--- src/rtl/ltu_pkg.sv ---
package ltu_pkg;

  typedef enum logic [1:0] {
    MODE_ONESHOT  = 2'd0,
    MODE_PERIODIC = 2'd1,
    MODE_DEADLINE = 2'd2,
    MODE_RSVD     = 2'd3
  } ltu_mode_e;

  localparam int LTU_ADDR_W   = 3;
  localparam int LTU_VEC_W    = 8;
  localparam int LTU_MASK_BIT = 8;
  localparam int LTU_MODE_LSB = 9;
  localparam int LTU_LVT_W    = 11;

  localparam logic [LTU_ADDR_W-1:0] ADDR_INIT = 3'd0;
  localparam logic [LTU_ADDR_W-1:0] ADDR_CUR  = 3'd1;
  localparam logic [LTU_ADDR_W-1:0] ADDR_DIV  = 3'd2;
  localparam logic [LTU_ADDR_W-1:0] ADDR_LVT  = 3'd3;
  localparam logic [LTU_ADDR_W-1:0] ADDR_DL   = 3'd4;

  function automatic logic mode_is_dl(input logic [1:0] m);
    return (m == 2'(MODE_DEADLINE));
  endfunction

endpackage

--- src/rtl/ltu_prescaler.sv ---
module ltu_prescaler #(
  parameter int DIV_W = 3
) (
  input  logic             clk,
  input  logic             rst_n,
  input  logic [DIV_W-1:0] div_code,
  output logic             tick
);
  localparam int PRE_W = (1 << DIV_W) - 1;

  logic [PRE_W-1:0] cnt_q;
  logic [PRE_W-1:0] cnt_d;
  logic [PRE_W-1:0] sel_mask;

  // Bit g takes part in the terminal compare when g < div_code
  for (genvar g = 0; g < PRE_W; g++) begin : g_sel
    assign sel_mask[g] = (int'(div_code) > g);
  end

  always_comb begin
    cnt_d = cnt_q + 1'b1;
    tick  = &(cnt_q | ~sel_mask);
  end

  always_ff @(posedge clk or negedge rst_n) begin
    if (!rst_n) begin
      cnt_q <= '0;
    end else begin
      cnt_q <= cnt_d;
    end
  end
endmodule

--- src/rtl/ltu_countdown.sv ---
module ltu_countdown #(
  parameter int CNT_W = 32
) (
  input  logic             clk,
  input  logic             rst_n,
  input  logic             tick,
  input  logic             periodic,
  input  logic             load_en,
  input  logic [CNT_W-1:0] load_val,
  input  logic             clear,
  output logic [CNT_W-1:0] init_q,
  output logic [CNT_W-1:0] cur_q,
  output logic             expire
);
  logic [CNT_W-1:0] init_d;
  logic [CNT_W-1:0] cur_d;
  logic             running;
  logic             upd_en;

  always_comb begin
    running = tick && (cur_q != '0);
    expire  = tick && (cur_q == CNT_W'(1));
    init_d  = init_q;
    cur_d   = cur_q;
    if (running) begin
      if (expire) begin
        cur_d = periodic ? init_q : '0;
      end else begin
        cur_d = cur_q - 1'b1;
      end
    end
    if (load_en) begin
      init_d = load_val;
      cur_d  = load_val;
    end
    if (clear) begin
      init_d = '0;
      cur_d  = '0;
    end
    upd_en = running || load_en || clear;
  end

  always_ff @(posedge clk or negedge rst_n) begin
    if (!rst_n) begin
      init_q <= '0;
      cur_q  <= '0;
    end else if (upd_en) begin
      init_q <= init_d;
      cur_q  <= cur_d;
    end
  end
endmodule

--- src/rtl/ltu_deadline.sv ---
module ltu_deadline #(
  parameter int TS_W = 64
) (
  input  logic            clk,
  input  logic            rst_n,
  input  logic            armed_mode,
  input  logic            wr_en,
  input  logic [TS_W-1:0] wr_val,
  input  logic            clear,
  input  logic [TS_W-1:0] timestamp,
  output logic [TS_W-1:0] dl_q,
  output logic            expire
);
  logic [TS_W-1:0] dl_d;
  logic            upd_en;

  always_comb begin
    expire = armed_mode && (dl_q != '0) && (timestamp >= dl_q) && !wr_en;
    dl_d   = dl_q;
    if (expire) begin
      dl_d = '0;
    end
    if (wr_en) begin
      dl_d = wr_val;
    end
    if (clear) begin
      dl_d = '0;
    end
    upd_en = expire || wr_en || clear;
  end

  always_ff @(posedge clk or negedge rst_n) begin
    if (!rst_n) begin
      dl_q <= '0;
    end else if (upd_en) begin
      dl_q <= dl_d;
    end
  end
endmodule

--- src/rtl/ltu_timer_unit.sv ---
module ltu_timer_unit
  import ltu_pkg::*;
#(
  parameter int CNT_W = 32,
  parameter int TS_W  = 64,
  parameter int DIV_W = 3
) (
  input  logic                  clk,
  input  logic                  rst_n,
  input  logic                  wr_en,
  input  logic [LTU_ADDR_W-1:0] wr_addr,
  input  logic [TS_W-1:0]       wr_data,
  input  logic [LTU_ADDR_W-1:0] rd_addr,
  output logic [TS_W-1:0]       rd_data,
  input  logic [TS_W-1:0]       timestamp,
  output logic                  irq_valid,
  output logic [LTU_VEC_W-1:0]  irq_vector
);
  localparam int PAD_CNT = TS_W - CNT_W;
  localparam int PAD_DIV = TS_W - DIV_W;
  localparam int PAD_LVT = TS_W - LTU_LVT_W;

  // reset synchroniser
  logic rst_s1_q;
  logic rst_sync_n;

  always_ff @(posedge clk or negedge rst_n) begin
    if (!rst_n) begin
      rst_s1_q   <= 1'b0;
      rst_sync_n <= 1'b0;
    end else begin
      rst_s1_q   <= 1'b1;
      rst_sync_n <= rst_s1_q;
    end
  end

  // register state
  logic [DIV_W-1:0]     div_q, div_d;
  logic                 div_en;
  logic [LTU_LVT_W-1:0] lvt_q, lvt_d;
  logic                 lvt_en;
  logic                 irq_q, irq_d;
  logic [LTU_VEC_W-1:0] vec_q, vec_d;

  ltu_mode_e            mode_q;
  logic                 mask_q;
  logic [LTU_VEC_W-1:0] vector_q;
  logic                 in_dl;
  logic                 periodic;

  logic                 wr_init, wr_div, wr_lvt, wr_dl;
  logic                 dl_switch;
  logic                 load_ok;

  logic                 tick;
  logic [CNT_W-1:0]     init_q, cur_q;
  logic                 cnt_expire;
  logic [TS_W-1:0]      dl_q;
  logic                 dl_expire;

  always_comb begin
    mode_q   = ltu_mode_e'(lvt_q[LTU_MODE_LSB +: 2]);
    mask_q   = lvt_q[LTU_MASK_BIT];
    vector_q = lvt_q[LTU_VEC_W-1:0];
    in_dl    = mode_is_dl(lvt_q[LTU_MODE_LSB +: 2]);
    periodic = (mode_q == MODE_PERIODIC);

    wr_init  = wr_en && (wr_addr == ADDR_INIT);
    wr_div   = wr_en && (wr_addr == ADDR_DIV);
    wr_lvt   = wr_en && (wr_addr == ADDR_LVT);
    wr_dl    = wr_en && (wr_addr == ADDR_DL);

    dl_switch = wr_lvt && (mode_is_dl(wr_data[LTU_MODE_LSB +: 2]) != in_dl);
    load_ok   = wr_init && !in_dl;

    div_en = wr_div;
    div_d  = wr_data[DIV_W-1:0];
    lvt_en = wr_lvt;
    lvt_d  = wr_data[LTU_LVT_W-1:0];

    irq_d = (cnt_expire || dl_expire) && !mask_q;
    vec_d = irq_d ? vector_q : '0;
  end

  always_ff @(posedge clk or negedge rst_sync_n) begin
    if (!rst_sync_n) begin
      div_q <= '0;
    end else if (div_en) begin
      div_q <= div_d;
    end
  end

  always_ff @(posedge clk or negedge rst_sync_n) begin
    if (!rst_sync_n) begin
      lvt_q <= '0;
    end else if (lvt_en) begin
      lvt_q <= lvt_d;
    end
  end

  always_ff @(posedge clk or negedge rst_sync_n) begin
    if (!rst_sync_n) begin
      irq_q <= 1'b0;
      vec_q <= '0;
    end else begin
      irq_q <= irq_d;
      vec_q <= vec_d;
    end
  end

  ltu_prescaler #(.DIV_W(DIV_W)) i_pre (
    .clk      (clk),
    .rst_n    (rst_sync_n),
    .div_code (div_q),
    .tick     (tick)
  );

  ltu_countdown #(.CNT_W(CNT_W)) i_cnt (
    .clk      (clk),
    .rst_n    (rst_sync_n),
    .tick     (tick),
    .periodic (periodic),
    .load_en  (load_ok),
    .load_val (wr_data[CNT_W-1:0]),
    .clear    (dl_switch),
    .init_q   (init_q),
    .cur_q    (cur_q),
    .expire   (cnt_expire)
  );

  ltu_deadline #(.TS_W(TS_W)) i_dl (
    .clk        (clk),
    .rst_n      (rst_sync_n),
    .armed_mode (in_dl),
    .wr_en      (wr_dl),
    .wr_val     (wr_data),
    .clear      (dl_switch),
    .timestamp  (timestamp),
    .dl_q       (dl_q),
    .expire     (dl_expire)
  );

  always_comb begin
    unique case (rd_addr)
      ADDR_INIT: rd_data = {{PAD_CNT{1'b0}}, init_q};
      ADDR_CUR:  rd_data = {{PAD_CNT{1'b0}}, cur_q};
      ADDR_DIV:  rd_data = {{PAD_DIV{1'b0}}, div_q};
      ADDR_LVT:  rd_data = {{PAD_LVT{1'b0}}, lvt_q};
      ADDR_DL:   rd_data = dl_q;
      default:   rd_data = '0;
    endcase
  end

  assign irq_valid  = irq_q;
  assign irq_vector = vec_q;
endmodule

--- config.mk ---
export PLATFORM = sky130hd
export DESIGN_NAME = ltu_timer_unit
export DESIGN_NICKNAME = d
export VERILOG_FILES = /design/src/rtl/ltu_pkg.sv /design/src/rtl/ltu_prescaler.sv /design/src/rtl/ltu_countdown.sv /design/src/rtl/ltu_deadline.sv /design/src/rtl/ltu_timer_unit.sv
export SDC_FILE = /design/constraint.sdc
export NUM_CORES = 1
export LEC_CHECK = 0
export ABC_AREA = 1
export BUFFER_PORTS_ARGS = -buffer_cell sky130_fd_sc_hd__buf_2
export CAP_MARGIN = 40
export CORE_UTILIZATION = 45
export CTS_BUF_LIST = sky130_fd_sc_hd__clkbuf_4 sky130_fd_sc_hd__clkbuf_8
export DETAILED_ROUTE_END_ITERATION = 6
export PLACE_DENSITY = 0.75
export SYNTH_ARGS = -nofsm -noshare
export SYNTH_HDL_FRONTEND = slang
export SYNTH_SLANG_ARGS = --single-unit
--- constraint.sdc ---
create_clock -name clk -period 8 [get_ports clk]
set_clock_uncertainty 0.1 [all_clocks]
set_input_delay 0.4 -clock clk [delete_from_list [all_inputs] [get_ports clk]]
set_output_delay 0.4 -clock clk [all_outputs]
set_load 0.03 [all_outputs]
### Word level (Yosys, flattened, before mapping)

Index checks and enable logic that the tools add are counted.
Widths: inputs -> output; s select.

| word-level totals | value |
|---|---|
| flip-flop bits (word level) | 160 |
| output and inout port bits | 73 |
| logic and storage cells | 77 |

| operators by class | value |
|---|---|
| magnitude comparators | 8 |
| bitwise operators | 2 |
| mux-type cells | 12 |
| reductions and logical operators | 31 |
| add/subtract/negate cells | 2 |
| eq/ne operators | 12 |

Operators by type and width:

| operator | count |
|---|---|
| $pmux 64 s5 | 1 |
| $mux 32 | 7 |
| $mux 64 | 3 |
| $ge 64x64->1 | 1 |
| $reduce_bool 64->1 | 1 |
| $eq 32x1->1 const B | 1 |
| $reduce_bool 32->1 | 1 |
| $sub 32x1->32 const B | 1 |
| $eq 3x2->1 const B | 4 |
| $logic_and 1x1->1 | 12 |
| $gt 3x3->1 const B | 3 |
| $mux 8 | 1 |
| $add 7x1->7 const B | 1 |
| $not 7->7 | 1 |
| $or 7x7->7 | 1 |
| $reduce_and 7->1 | 1 |
| $eq 3x3->1 const B | 2 |
| $gt 3x1->1 const B | 2 |
| $gt 3x2->1 const B | 2 |
| $logic_not 3->1 | 2 |
| $reduce_and 2->1 | 3 |
| $reduce_bool 3->1 | 2 |
| $logic_or 1x1->1 | 5 |
| $eq 2x2->1 const B | 2 |
| other kinds (5) | 7 |

### Logic depth before layout (Yosys ltp)

Gate-level depths: netlist of run 1.

| logic depth | value |
|---|---|
| depth in word-level cells | 9 |
| depth in mapped cells | 19 |

### Cells and area by module

Synthesis of run 1 repeated with hierarchy kept, for this count alone.

| second synthesis, totals | value |
|---|---|
| cells, all modules | 1618 |
| area total of the unflattened synthesis | 11200.7 um^2 |

Modules (own cells, without submodules):

| module | cells each | area each (um^2) | times used |
|---|---|---|---|
| ltu_deadline | 591 | 4652.0 | 1 |
| ltu_countdown | 646 | 4181.5 | 1 |
| ltu_timer_unit | 340 | 2010.7 | 1 |
| ltu_prescaler | 41 | 356.6 | 1 |

### Worst setup path after synthesis of run 1

OpenSTA, ideal clock, no wires.

| path | value |
|---|---|
| kind | input to output |
| start | input rd_addr[1] |
| end | output rd_data[10] |
| required time | 7500 ps |
| buffers on the path | 1 |
| stages | 6 |
| arrival time | 1955 ps |
| setup slack | 5545 ps |
| cell sequence | nor2_1 > inv_1 > nor2_1 > clkinv_1 > clkbuf_1 > o21ai_0 |

| on the way | value |
|---|---|
| word-level cells in the longest chain between the ends | 2 |
| elaborated cells on any way between the ends | 6 |
| those cells by class | eq/ne (4); mux (1); reduce/logical (1) |

RTL lines:

| what | line | text |
|---|---|---|
| from (decl) | ltu_timer_unit.sv:13 | `input logic [LTU_ADDR_W-1:0] rd_addr,` |
| $eq 3x3->1 (tied with other cells) | ltu_timer_unit.sv:144 | `unique case (rd_addr)` |
| $pmux 64 s5 * | ltu_timer_unit.sv:144 |  |
| to (decl) | ltu_timer_unit.sv:14 | `output logic [TS_W-1:0] rd_data,` |

Every way passes the cells marked *; elsewhere a longest branch is shown, timed or not.

### Worst setup path after layout of run 1

| path | value |
|---|---|
| start | register lvt_q[9] |
| end | register i_cnt.cur_q[28] |

| on the way | value |
|---|---|
| word-level cells in the longest chain between the ends | 6 |
| elaborated cells on any way between the ends | 15 |
| those cells by class | eq/ne (3); mux (5); reduce/logical (7) |

RTL lines:

| what | line | text |
|---|---|---|
| from (decl) | ltu_timer_unit.sv:40 | `logic [LTU_LVT_W-1:0] lvt_q, lvt_d;` |
| from (signal assigned) | ltu_timer_unit.sv:97 | `lvt_q <= lvt_d;` |
| $eq 2x1->1 / $eq 2x2->1 (equally long branches) | ltu_timer_unit.sv:66, ltu_pkg.sv:23 |  |
| $mux 32 / $logic_not 1->1 (equally long branches) | ltu_countdown.sv:27, ltu_timer_unit.sv:74 |  |
| $mux 32 / $logic_and 1x1->1 (equally long branches) | ltu_countdown.sv:26, ltu_timer_unit.sv:74 |  |
| $mux 32 / $logic_or 1x1->1 (equally long branches) | ltu_countdown.sv:25, ltu_countdown.sv:40 |  |
| $mux 32 / $logic_or 1x1->1 (equally long branches) | ltu_countdown.sv:32, ltu_countdown.sv:40 |  |
| $mux 32 / $reduce_and 2->1 (equally long branches) | - |  |
| to (signal assigned) | ltu_countdown.sv:49 | `cur_q <= cur_d;` |
| to (decl) | ltu_countdown.sv:12 | `output logic [CNT_W-1:0] cur_q,` |

Parallel ways exist; a longest one is shown, timed or not. The select of a mux whose other input is x is not followed.
A chain may end at the register's enable or synchronous reset.

==> results of run 1 <==
-- critical path, stage by stage, from the launching register on --
cell,delay [ns]
dfrtp_1,0.40
nor2_1,0.21
nor2_1,0.08
nand3_2,0.07
buf_4,0.51
nand2_1,0.38
inv_2,0.52
nand2_2,0.44
inv_4,0.51
nor2_1,0.10
o21ai_1,0.09
o21ai_1,0.07
-- layout by cell type, fill, tap and decap left out, types with 4 or more instances in the layout --
master,n
nand2_1,243
inv_1,231
buf_2,209
nor2_1,163
dfrtp_1,159
o21ai_0,143
nand3_1,118
ha_1,67
a21oi_1,66
o221ai_1,24
o21ai_1,23
xor2_1,20
nor2_2,18
nand4_1,18
clkbuf_8,18
nor3_1,12
nor4_1,9
o22ai_1,8
buf_4,8
nor3_2,6
nand2_2,6
inv_2,5
nand3_2,4
clkbuf_4,4
clkinv_2,4
clkinvlp_4,4
-- per-layer routing --
metal,vias to the layer above,part of all wire
li1,5030,-
met2,513,0.46
met5,-,0.0014
met4,8,0.043
met1,5062,0.41
met3,87,0.087
-- flip-flops by register name (all words and copies together), names as in the netlist --
signal and flops:
i_cnt.cur_q 32, rst_s1_q 1, rst_sync_n 1, div_q 3, lvt_q 11, irq_valid 1
i_dl.dl_q 64, i_pre.cnt_q 7, irq_vector 8, i_cnt.init_q 32
-- worst paths after layout --
path	startpoint	end	slack (ns)
worst max register to register	lvt_q[9]$_DFFE_PN0P_	i_cnt.cur_q[28]$_DFFE_PN0P_	4.32
worst min register to register	rst_sync_n$_DFF_PN0_	i_cnt.cur_q[26]$_DFFE_PN0P_	0.22
max in group asynchronous	rst_sync_n$_DFF_PN0_	i_dl.dl_q[0]$_DFFE_PN0P_	6.34
worst min-delay path	wr_data[45]	i_dl.dl_q[45]$_DFFE_PN0P_	0.05
worst max-delay path	lvt_q[9]$_DFFE_PN0P_	i_cnt.cur_q[28]$_DFFE_PN0P_	4.32
min in group asynchronous	rst_n	rst_sync_n$_DFF_PN0_	0.13
-- synth_stat cells (all sizes together) --
cell / number / area, um2
nor2: 183 / 756
nor4: 9 / 56.3
clkinv: 2 / 7.51
conb: 1 / 3.75
nor3b: 2 / 15.0
xnor2: 2 / 17.5
nand4: 18 / 113
a21boi: 2 / 15.0
buf: 18 / 135
o21bai: 3 / 22.5
nand2: 250 / 961
o31ai: 1 / 7.51
o22ai: 8 / 50.1
clkbuf: 39 / 148
ha: 67 / 838
o21a: 2 / 15.0
or2: 1 / 6.26
a21oi: 66 / 330
a221oi: 2 / 17.5
a21o: 2 / 15.0
inv: 237 / 892
dfrtp: 160 / 4000
nand3b: 3 / 35.0
o21ai: 167 / 840
xor2: 20 / 175
nand3: 122 / 621
o32ai: 1 / 8.76
a31oi: 3 / 18.8
nor3: 18 / 120
o221ai: 24 / 210
a22o: 1 / 8.76
-- logic make-up after synthesis --
family                     count (synthesis)  synth area share
other                                      1          0.000358
and+or+nand+nor                          606             0.256
AOI/OAI and AO/OA                        282             0.149
buffers and inverters                    296             0.113
xor gates and xnor gates                  22            0.0184
DFF                                      160             0.383
adders and majority gates                 67            0.0801
-- per-stage QoR --
step	instance area, um2	hold WS (ns)	instances
finish	12100	0.0474	1917
global placement	11700	0.0854	1879
global route	12100	0.0396	1916
detailed placement	11700	0.0883	1881
floorplan	10500	0.00441	1434
CTS	12100	0.0369	1914
-- layout make-up --
cell class              count  area share
multi-input cells         978       0.437
flip-flops and latches    160       0.332
repair buffers            220      0.0963
inverters                 239      0.0744
well taps                 285      0.0295
clock buffers              22      0.0230
clock inverters            10     0.00735
diodes                      3    0.000621
-- power groups by stage --
stage	clock, uW	sequential (uW)	combinational (uW)
after floorplan	0	1160	895
after global placement	0	1200	1160
after detailed placement	0	1210	1200
after CTS	590	1190	1210
after global routing	623	1230	1370
final	582	1200	1210
-- timing repair --
item | 4_1_cts | 5_1_grt
endpoints found under the hold margin | 2 | 0
resized for setup | 0 | 0
hold buffers | 1 | 0
==> results_dict.tcl, run 1 <==
set metrics [dict create \
    holdPathStages 3 \
    sw_frac_of_total 0.438 \
    total_leakage_power_uw 0.00648 \
    top_usage_layer "met2" \
    std_cell_rows 55 \
    use_met2 0.476 \
    routed_wire_length_per_instance_um 18.1 \
    setup.worst_path.class "reg -> reg" \
    path_clk_slew_ns 0.09 \
    finalWirelength_um 34600 \
    worst_setup_path_end_kind "register" \
    yosys_register_bits 160 \
    netlist_instances 1434 \
    p_sw_uw 1310 \
    drt.antenna.violating_nets 0 \
    htree_num_levels 4 \
    maxSlewHeadroom 0.399 \
    clockRootBuffer "clkbuf_8" \
    setup_tns_final_ns 0 \
    dp_hpwl_um 26100 \
    clk_path_buf_depth 2 \
    drt-vias-per-instance 5.58 \
    p_seq_frac 0.401 \
    hold_violations 0 \
    worst-path-max-fanout 63 \
    grtUsageTotal 0.297 \
    core_area_um2 22700 \
    vias 10700 \
    num-nets-final 1820 \
    cts_tree "built" \
    total_power_uw 3000 \
    fin_util 0.532 \
    floorplan.die_area_um2 23900 \
    timing.fmax_ghz 0.272 \
    seqCellArea_um2 4010 \
    netlist_area_um2 10500 \
    power.ir.vdd_worst_mv 0.0951 \
    synth_fp_nets 1638 \
    grt_antenna_before_repair 7 \
    combPwrFrac 0.405 \
    synthDistinctLibCells 47 \
    grt.met3_usage 0.0737 \
    globalRouteMet1Util 0.379 \
    worst-r2r-cell-count 11 \
    grt_start_max_net_pins 67 \
    avgSynthCellArea_um2 7.30 \
    worstPathRequired_ns 8.26 \
    area_overhead_of_the_layout_relative_to_synthesis_pct 15.5 \
    port_buffers 209 \
    initial_core_util 0.461 \
    power.density_nw_per_um2 248 \
    setup_violations 0 \
    detailedPlace.worstSlack_ns 4.12 \
    fill_cell_instance_count_of_the_final_layout 2208 \
    tritoncts.num_buffers 17 \
    cp-start-kind "register" \
    grt_pass1_vias 10200 \
    intPower_uw 1680 \
    layout-drive-gt1-share 0.183 \
    drc_errors 0 \
    synth_seq_area_share 0.383 \
    share_of_the_cycle_needed_by_the_critical_path_after_routing 0.460 \
    slew_viol_final 0 \
    grt_setup_unrepaired "false" \
    tightestPinTransition_ns 0.897 \
    min-delay-path-class "in -> reg" \
    globalRoute.totalOverflow 0 \
    final_period_demand_of_the_worst_path_ns 3.68 \
    grt_first_pass_wirelength_um 54500 \
    clock_sink_count 160 \
    drv.max_cap_violation_count 0 \
    detail_route.iter0.violations 919 \
    detailedRoute.firstPassIterationCount 7 \
    yosysWarnings 0 \
    area_occupied_by_multi_input_gates_um2 5290 \
    dieHeight_um 154 \
    post-cts-setup-buffers 0 \
    outcome "finished, final reports clean" \
    die_w_um 154 \
    gp_congestion 0.989 \
    clkLatencyLatePin_ns 0.49 \
    p_clk_frac 0.194 \
    critPathArrivalTime_ns 3.94 \
    fin_ws_ns 4.32 \
    floorplan.io_pins 210 \
]
(Power assumes the default switching activity.)
==> run 2, diff against run 1 <==
==> constraint.sdc (replaced) <==
create_clock -name clk -period 3.65 [get_ports clk]
set_clock_uncertainty 0.1 [all_clocks]
set_input_delay 0.1825 -clock clk [delete_from_list [all_inputs] [get_ports clk]]
set_output_delay 0.1825 -clock clk [all_outputs]
set_load 0.03 [all_outputs]
==> run 2 against run 1 <==
Against the previous run: sequential share of layout area fell by 2.1 points; utilization rose by 3.6 points; clock power rose to 2.8 times the previous value; final cell count rose by 3.6%; largest cell class unchanged; hold slack got worse by 0.0024 ns; combinational power rose by 130%; die area did not move; global-route usage rose by 1.0 points; via count rose by 2.8%; flip-flop and latch count did not move.
==> results_dict.tcl, run 2 (same netlist as run 1, synthesis figures left out) <==
set metrics [dict create \
    layout-drive-gt1-share 0.179 \
    grt_pass1_vias 10700 \
    power.density_nw_per_um2 543 \
    critPathArrivalTime_ns 3.07 \
    core_area_um2 22700 \
    final_period_demand_of_the_worst_path_ns 2.83 \
    regMostFlops "i_dl.dl_q" \
    grt_first_pass_wirelength_um 56800 \
    cts_tree "built" \
    setup_violations 0 \
    area_overhead_of_the_layout_relative_to_synthesis_pct 23.4 \
    clk_path_buf_depth 2 \
    grt_setup_unrepaired "false" \
    clkLatencyLatePin_ns 0.49 \
    worst_setup_path_end_kind "register" \
    routed_wire_length_per_instance_um 18.1 \
    share_of_the_cycle_needed_by_the_critical_path_after_routing 0.775 \
    min-delay-path-class "in -> reg" \
    layout.cells.most_common "nand2_1" \
    outcome "finished, final reports clean" \
    tritoncts.num_buffers 17 \
    clock_sink_count 160 \
    drt-vias-per-instance 5.54 \
    detail_route.iter0.violations 1188 \
    dp_hpwl_um 26200 \
    fill_cell_instance_count_of_the_final_layout 2117 \
    detailedPlace.worstSlack_ns 0.952 \
    layout.cells.most_common_list "243 x nand2_1, 231 x inv_1, 209 x buf_2" \
    setup_tns_final_ns 0 \
    drt.antenna.violating_nets 0 \
    startpoint "i_dl.dl_q[59]$_DFFE_PN0P_" \
    power.ir.vdd_worst_mv 0.265 \
    num-nets-final 1893 \
    std_cell_rows 55 \
    slew_viol_final 0 \
    grt_start_max_net_pins 105 \
    tightestPinTransition_ns 0.767 \
    post-cts-setup-buffers 0 \
    maxSlewHeadroom 0.488 \
    floorplan.die_area_um2 23900 \
    setup.worst_path.class "reg -> reg" \
    worstPathRequired_ns 3.89 \
    timing.fmax_ghz 0.354 \
    worst-path-max-fanout 43 \
    floorplan.io_pins 210 \
    die_w_um 154 \
    worstSetupEndpoint "i_dl.dl_q[5]$_DFFE_PN0P_" \
    worst-r2r-cell-count 14 \
    layout_top_registers "i_dl.dl_q x64, i_cnt.cur_q x32, i_cnt.init_q x32" \
    vias 11000 \
    fin_ws_ns 0.823 \
    path_clk_slew_ns 0.09 \
    antenna_cells_inserted 0 \
    hold_violations 0 \
    grtUsageTotal 0.308 \
    htree_num_levels 4 \
    timing.rr.start "i_dl.dl_q[59]$_DFFE_PN0P_" \
    globalRoute.totalOverflow 0 \
    setup.reg_to_reg.worst_slack_ns 0.82 \
    initial_core_util 0.461 \
    detailedRoute.firstPassIterationCount 5 \
    drv.max_cap_violation_count 0 \
    finalWirelength_um 35900 \
    largest_register_ff_count 64 \
    cp-start-kind "register" \
    dieHeight_um 154 \
    clockRootBuffer "clkbuf_8" \
    total_leakage_power_uw 0.00684 \
    drc_errors 0 \
    gp_congestion 0.969 \
    grt_antenna_before_repair 1 \
    regToRegEndpoint "i_dl.dl_q[5]$_DFFE_PN0P_" \
    port_buffers 209 \
]
[run 2: cell count changes in the layout (fill, tap and decap cells not counted), moves of 2 or more]
cell,delta
clkinv_2,-3
buf_12,+2
clkbuf_4,-4
bufinv_16,+5
diode_2,-3
buf_4,+7
dlygate4sd3_1,+65
inv_6,+2
[run 2: timing repair]
item / 4_1_cts / 5_1_grt
endpoints found under the hold margin: 93 / 0
gates resized for setup: 0 / 0
hold buffers: 66 / 0
[run 2: area by class of cell]
cell class                 count  area, um2  area share
clock buffer                  18        248      0.0192
tap                          285        357      0.0276
inverter                     239        900      0.0697
timing repair buffer         293       1880       0.146
sequential                   160       4010       0.310
multi-input combinational    978       5290       0.409
clock inverter                13        234      0.0181
[run 2: how the worst min path moves through the flow]
| stage | start | endpoint | slack (ns) | cells after the start |
|---|---|---|---|---|
| CTS | wr_addr[1] | div_q[1]$_DFFE_PN0P_ | 0.03 | 3 |
| global placement | rst_n | rst_s1_q$_DFF_PN0_ | -0.13 | 1 |
| finish | wr_addr[1] | div_q[1]$_DFFE_PN0P_ | 0.04 | 3 |
| detailed placement | rst_n | rst_s1_q$_DFF_PN0_ | -0.13 | 1 |
| global route | wr_addr[1] | div_q[0]$_DFFE_PN0P_ | 0.08 | 3 |
| floorplan | rst_n | rst_s1_q$_DFF_PN0_ | -0.21 | 0 |
[run 2: power breakdown]
part	switching, uW	internal, uW
registers	418	2200
logic	1790	967
clock network	733	901
total	2940	4070
[run 2: critical path, cell delays in order (launching register included)]
cell,delay [ns]
dfrtp_1,0.36
inv_1,0.08
ha_1,0.30
nand2_1,0.05
inv_1,0.06
nand3_1,0.07
nor3_1,0.25
nand2_1,0.17
nor3_1,0.25
nand2_1,0.08
nand2_1,0.10
nand2_2,0.28
buf_12,0.30
nand3_1,0.10
o21ai_0,0.11
[run 2: metal layers]
| layer | GRT usage | routed length, um | share of wire | up-vias |
|---|---|---|---|---|
| met1 | 0.394 | 14500 | 0.40 | 5104 |
| met2 | 0.501 | 16600 | 0.46 | 619 |
| met3 | 0.0611 | 3300 | 0.092 | 103 |
| met4 | 0.143 | 1510 | 0.042 | 2 |
| met5 | 0 | 13 | 0.00036 | - |
| li1 | - | - | - | 5168 |
[run 2: stage by stage]
stage | hold WS (ns) | total power [uW] | util | std cells | instance area (um2)
after floorplan | -0.213 | 4510 | - | 1434 | 10500
after global placement | -0.128 | 5230 | 0.517 | 1888 | 11700
after detailed placement | -0.128 | 5290 | 0.518 | 1889 | 11800
after CTS | 0.0284 | 6970 | 0.569 | 1986 | 12900
after global routing | 0.0765 | 7490 | 0.569 | 1986 | 12900
final | 0.0450 | 7010 | 0.569 | 1986 | 12900
==> run 3, diff against run 2 <==
--- a/config.mk
+++ b/config.mk
@@ -11,7 +11,7 @@
 export CORE_UTILIZATION = 45
 export CTS_BUF_LIST = sky130_fd_sc_hd__clkbuf_4 sky130_fd_sc_hd__clkbuf_8
 export DETAILED_ROUTE_END_ITERATION = 6
-export PLACE_DENSITY = 0.75
+export PLACE_DENSITY = 0.78
 export SYNTH_ARGS = -nofsm -noshare
 export SYNTH_HDL_FRONTEND = slang
 export SYNTH_SLANG_ARGS = --single-unit
==> constraint.sdc (replaced) <==
create_clock -name clk -period 2.5 [get_ports clk]
set_clock_uncertainty 0.1 [all_clocks]
set_input_delay 0.125 -clock clk [delete_from_list [all_inputs] [get_ports clk]]
set_output_delay 0.125 -clock clk [all_outputs]
set_load 0.03 [all_outputs]
==> run 3 against run 2 <==
Against the previous run: routed wire length rose by 6.0%; first-iteration DRC count is 8.7% lower; utilization up 2.4 points; register-to-register slack worse by 0.73 ns; via count is 2.9% higher; setup slack worse by 0.73 ns; flip-flop and latch count stayed put; clock power is 31% higher; design area is 4.1% higher.
==> results_dict.tcl, run 3 (same netlist as run 1, synthesis figures left out) <==
set metrics [dict create \
    outcome "finished, final reports clean" \
    combPwrFrac 0.427 \
    setup.reg_to_reg.worst_slack_ns 0.1 \
    std_cell_rows 55 \
    hold_violations 0 \
    worst_path_most_repeated_cell "nand2_1" \
    floorplan.io_pins 210 \
    clock_sink_count 160 \
    final_period_demand_of_the_worst_path_ns 2.40 \
    layout_top_registers "i_dl.dl_q x64, i_cnt.cur_q x32, i_cnt.init_q x32" \
    layout.cells.most_common "nand2_1" \
    power.density_nw_per_um2 770 \
    initial_core_util 0.461 \
    tightestPinTransition_ns 0.561 \
    cp-start-kind "register" \
    cts_tree "built" \
    clkLatencyLatePin_ns 0.47 \
    worst-path-max-fanout 8 \
    maxSlewHeadroom 0.622 \
    drt-vias-per-instance 5.56 \
    port_buffers 209 \
    floorplan.die_area_um2 23900 \
    holdPathStages 4 \
    power.ir.vdd_worst_mv 0.353 \
    largest_register_ff_count 64 \
    regToRegEndpoint "i_dl.dl_q[18]$_DFFE_PN0P_" \
    layout-drive-gt1-share 0.211 \
    total_power_uw 10400 \
    crit_path_top_delay_cell "dfrtp_1" \
    tritoncts.num_buffers 17 \
    layout.cells.most_common_list "242 x nand2_1, 226 x inv_1, 209 x buf_2" \
    worstPathCellList "inv_2, ha_4, nand2_1, inv_1, nand3_2, nor3_4, nand2_1, nor2_1, nand2_1, nand2_1, nor2_1, nand2_2, nand2_8, clkbuf_16, nand3_1, o21ai_1" \
    dieHeight_um 154 \
    clk_path_buf_depth 2 \
    p_clk_frac 0.206 \
    drt.antenna.violating_nets 0 \
    grt_first_pass_wirelength_um 58100 \
    area_overhead_of_the_layout_relative_to_synthesis_pct 28.5 \
    detail_route.iter0.violations 1085 \
    critical_path.n_buffers_inverters 3 \
    grt_start_max_net_pins 74 \
    num-nets-final 1941 \
    path_clk_slew_ns 0.10 \
    grt_antenna_before_repair 1 \
    finalInstanceArea_um2 13400 \
    worstPathRequired_ns 2.73 \
    setup_violations 0 \
    gp_congestion 0.952 \
    total_leakage_power_uw 0.00714 \
    htree_num_levels 4 \
    die_w_um 154 \
    fin_util 0.592 \
    grt_pass1_vias 10900 \
    timing.rr.start "i_dl.dl_q[59]$_DFFE_PN0P_" \
    min-delay-path-class "in -> reg" \
    p_sw_uw 4470 \
    drv.max_cap_violation_count 0 \
    share_of_the_cycle_needed_by_the_critical_path_after_routing 0.961 \
    hold_start "wr_addr[2]" \
    drc_errors 0 \
    critPathArrivalTime_ns 2.63 \
    sw_frac_of_total 0.431 \
    worst_hold_path.endpoint "div_q[2]$_DFFE_PN0P_" \
    finalWirelength_um 38100 \
    regMostFlops "i_dl.dl_q" \
    timing.critical_path.max_delay_family "simple AND/OR/NAND/NOR gates" \
    setup.worst_path.class "reg -> reg" \
    detailedRoute.firstPassIterationCount 6 \
    routed_wire_length_per_instance_um 18.7 \
    hold_ws_ns 0.0919 \
    antenna_cells_inserted 0 \
    dp_hpwl_um 27400 \
    clockRootBuffer "clkbuf_8" \
    cp_slowest_stage_delay_ns 0.38 \
    slew_viol_final 0 \
    p_seq_frac 0.367 \
    grtUsageTotal 0.314 \
    globalRoute.totalOverflow 0 \
    core_area_um2 22700 \
    vias 11300 \
    timing.fmax_ghz 0.416 \
    postPlaceCellArea_um2 12100 \
    worst-r2r-cell-count 16 \
    worst_setup_path_end_kind "register" \
    intPower_uw 5890 \
]
==> run 3: cell count changes in the layout (fill, tap and decap cells not counted), sizes merged <==
cell         delta
bufinv          -3
inv             +2
buf            +42
clkbuf          +5
dlygate4sd3     +2
clkinvlp        -1
clkinv          +2
==> run 3: how the worst max path moves through the flow <==
stage | startpoint | end | slack (ns) | cells after the start
after global placement | i_dl.dl_q[59]$_DFFE_PN0P_ | i_dl.dl_q[30]$_DFFE_PN0P_ | 0.16 | 14
after global routing | i_dl.dl_q[59]$_DFFE_PN0P_ | i_dl.dl_q[18]$_DFFE_PN0P_ | -0.04 | 16
after detailed placement | i_dl.dl_q[59]$_DFFE_PN0P_ | i_dl.dl_q[51]$_DFFE_PN0P_ | 0.12 | 14
final | i_dl.dl_q[59]$_DFFE_PN0P_ | i_dl.dl_q[18]$_DFFE_PN0P_ | 0.1 | 16
after floorplan | i_dl.dl_q[55]$_DFFE_PN0P_ | i_dl.dl_q[51]$_DFFE_PN0P_ | 0.42 | 15
after CTS | i_dl.dl_q[59]$_DFFE_PN0P_ | i_dl.dl_q[8]$_DFFE_PN0P_ | 0.07 | 14
==> run 3: repair_timing <==
item | in CTS | in global routing
resized for setup | 0 | 26
setup buffers | 0 | 9
hold buffers | 68 | 0
hold endpoints to repair | 105 | 0
setup endpoints to repair | 0 | 73
==> run 3: layer usage <==
metal | part of all wire | global-route usage | vias to the layer above
met2 | 0.47 | 0.523 | 666
met4 | 0.037 | 0.116 | 0
met3 | 0.11 | 0.0656 | 100
li1 | - | - | 5281
met1 | 0.39 | 0.402 | 5271
met5 | 0 | 0 | -
==> run 3: cell type report <==
cell class	count	area (um2)
fillers	2004	9260
multi-input cells	978	5360
flip-flops and latches	160	4010
repair buffers	341	2390
inverters	239	900
well taps	285	357
clock buffers	19	255
clock inverters	13	176
==> run 3: per-stage QoR <==
| stage | setup TNS, ns | instances | worst slack (ns) |
|---|---|---|---|
| floorplan | 0 | 1434 | 0.420 |
| global placement | 0 | 1919 | 0.155 |
| detailed placement | 0 | 1920 | 0.117 |
| CTS | 0 | 2020 | 0.0719 |
| global route | -0.632 | 2035 | -0.0411 |
| finish | 0 | 2035 | 0.0977 |
==> run 3: power by group through the flow <==
stage          Clock [uW]  Sequential [uW]  Combinational (uW)
6_report             2130             3800                4420
5_1_grt              2260             3880                4920
4_1_cts              2140             3780                4170
3_5_place_dp            0             3830                4070
3_3_place_gp            0             3810                3970
2_1_floorplan           0             3710                2870
==> run 3: tightest hold or removal path: stages <==
cell and delay, ns:
buf_2 0.12, nor2_1 0.07, nand3b_1 0.20, o21ai_0 0.10
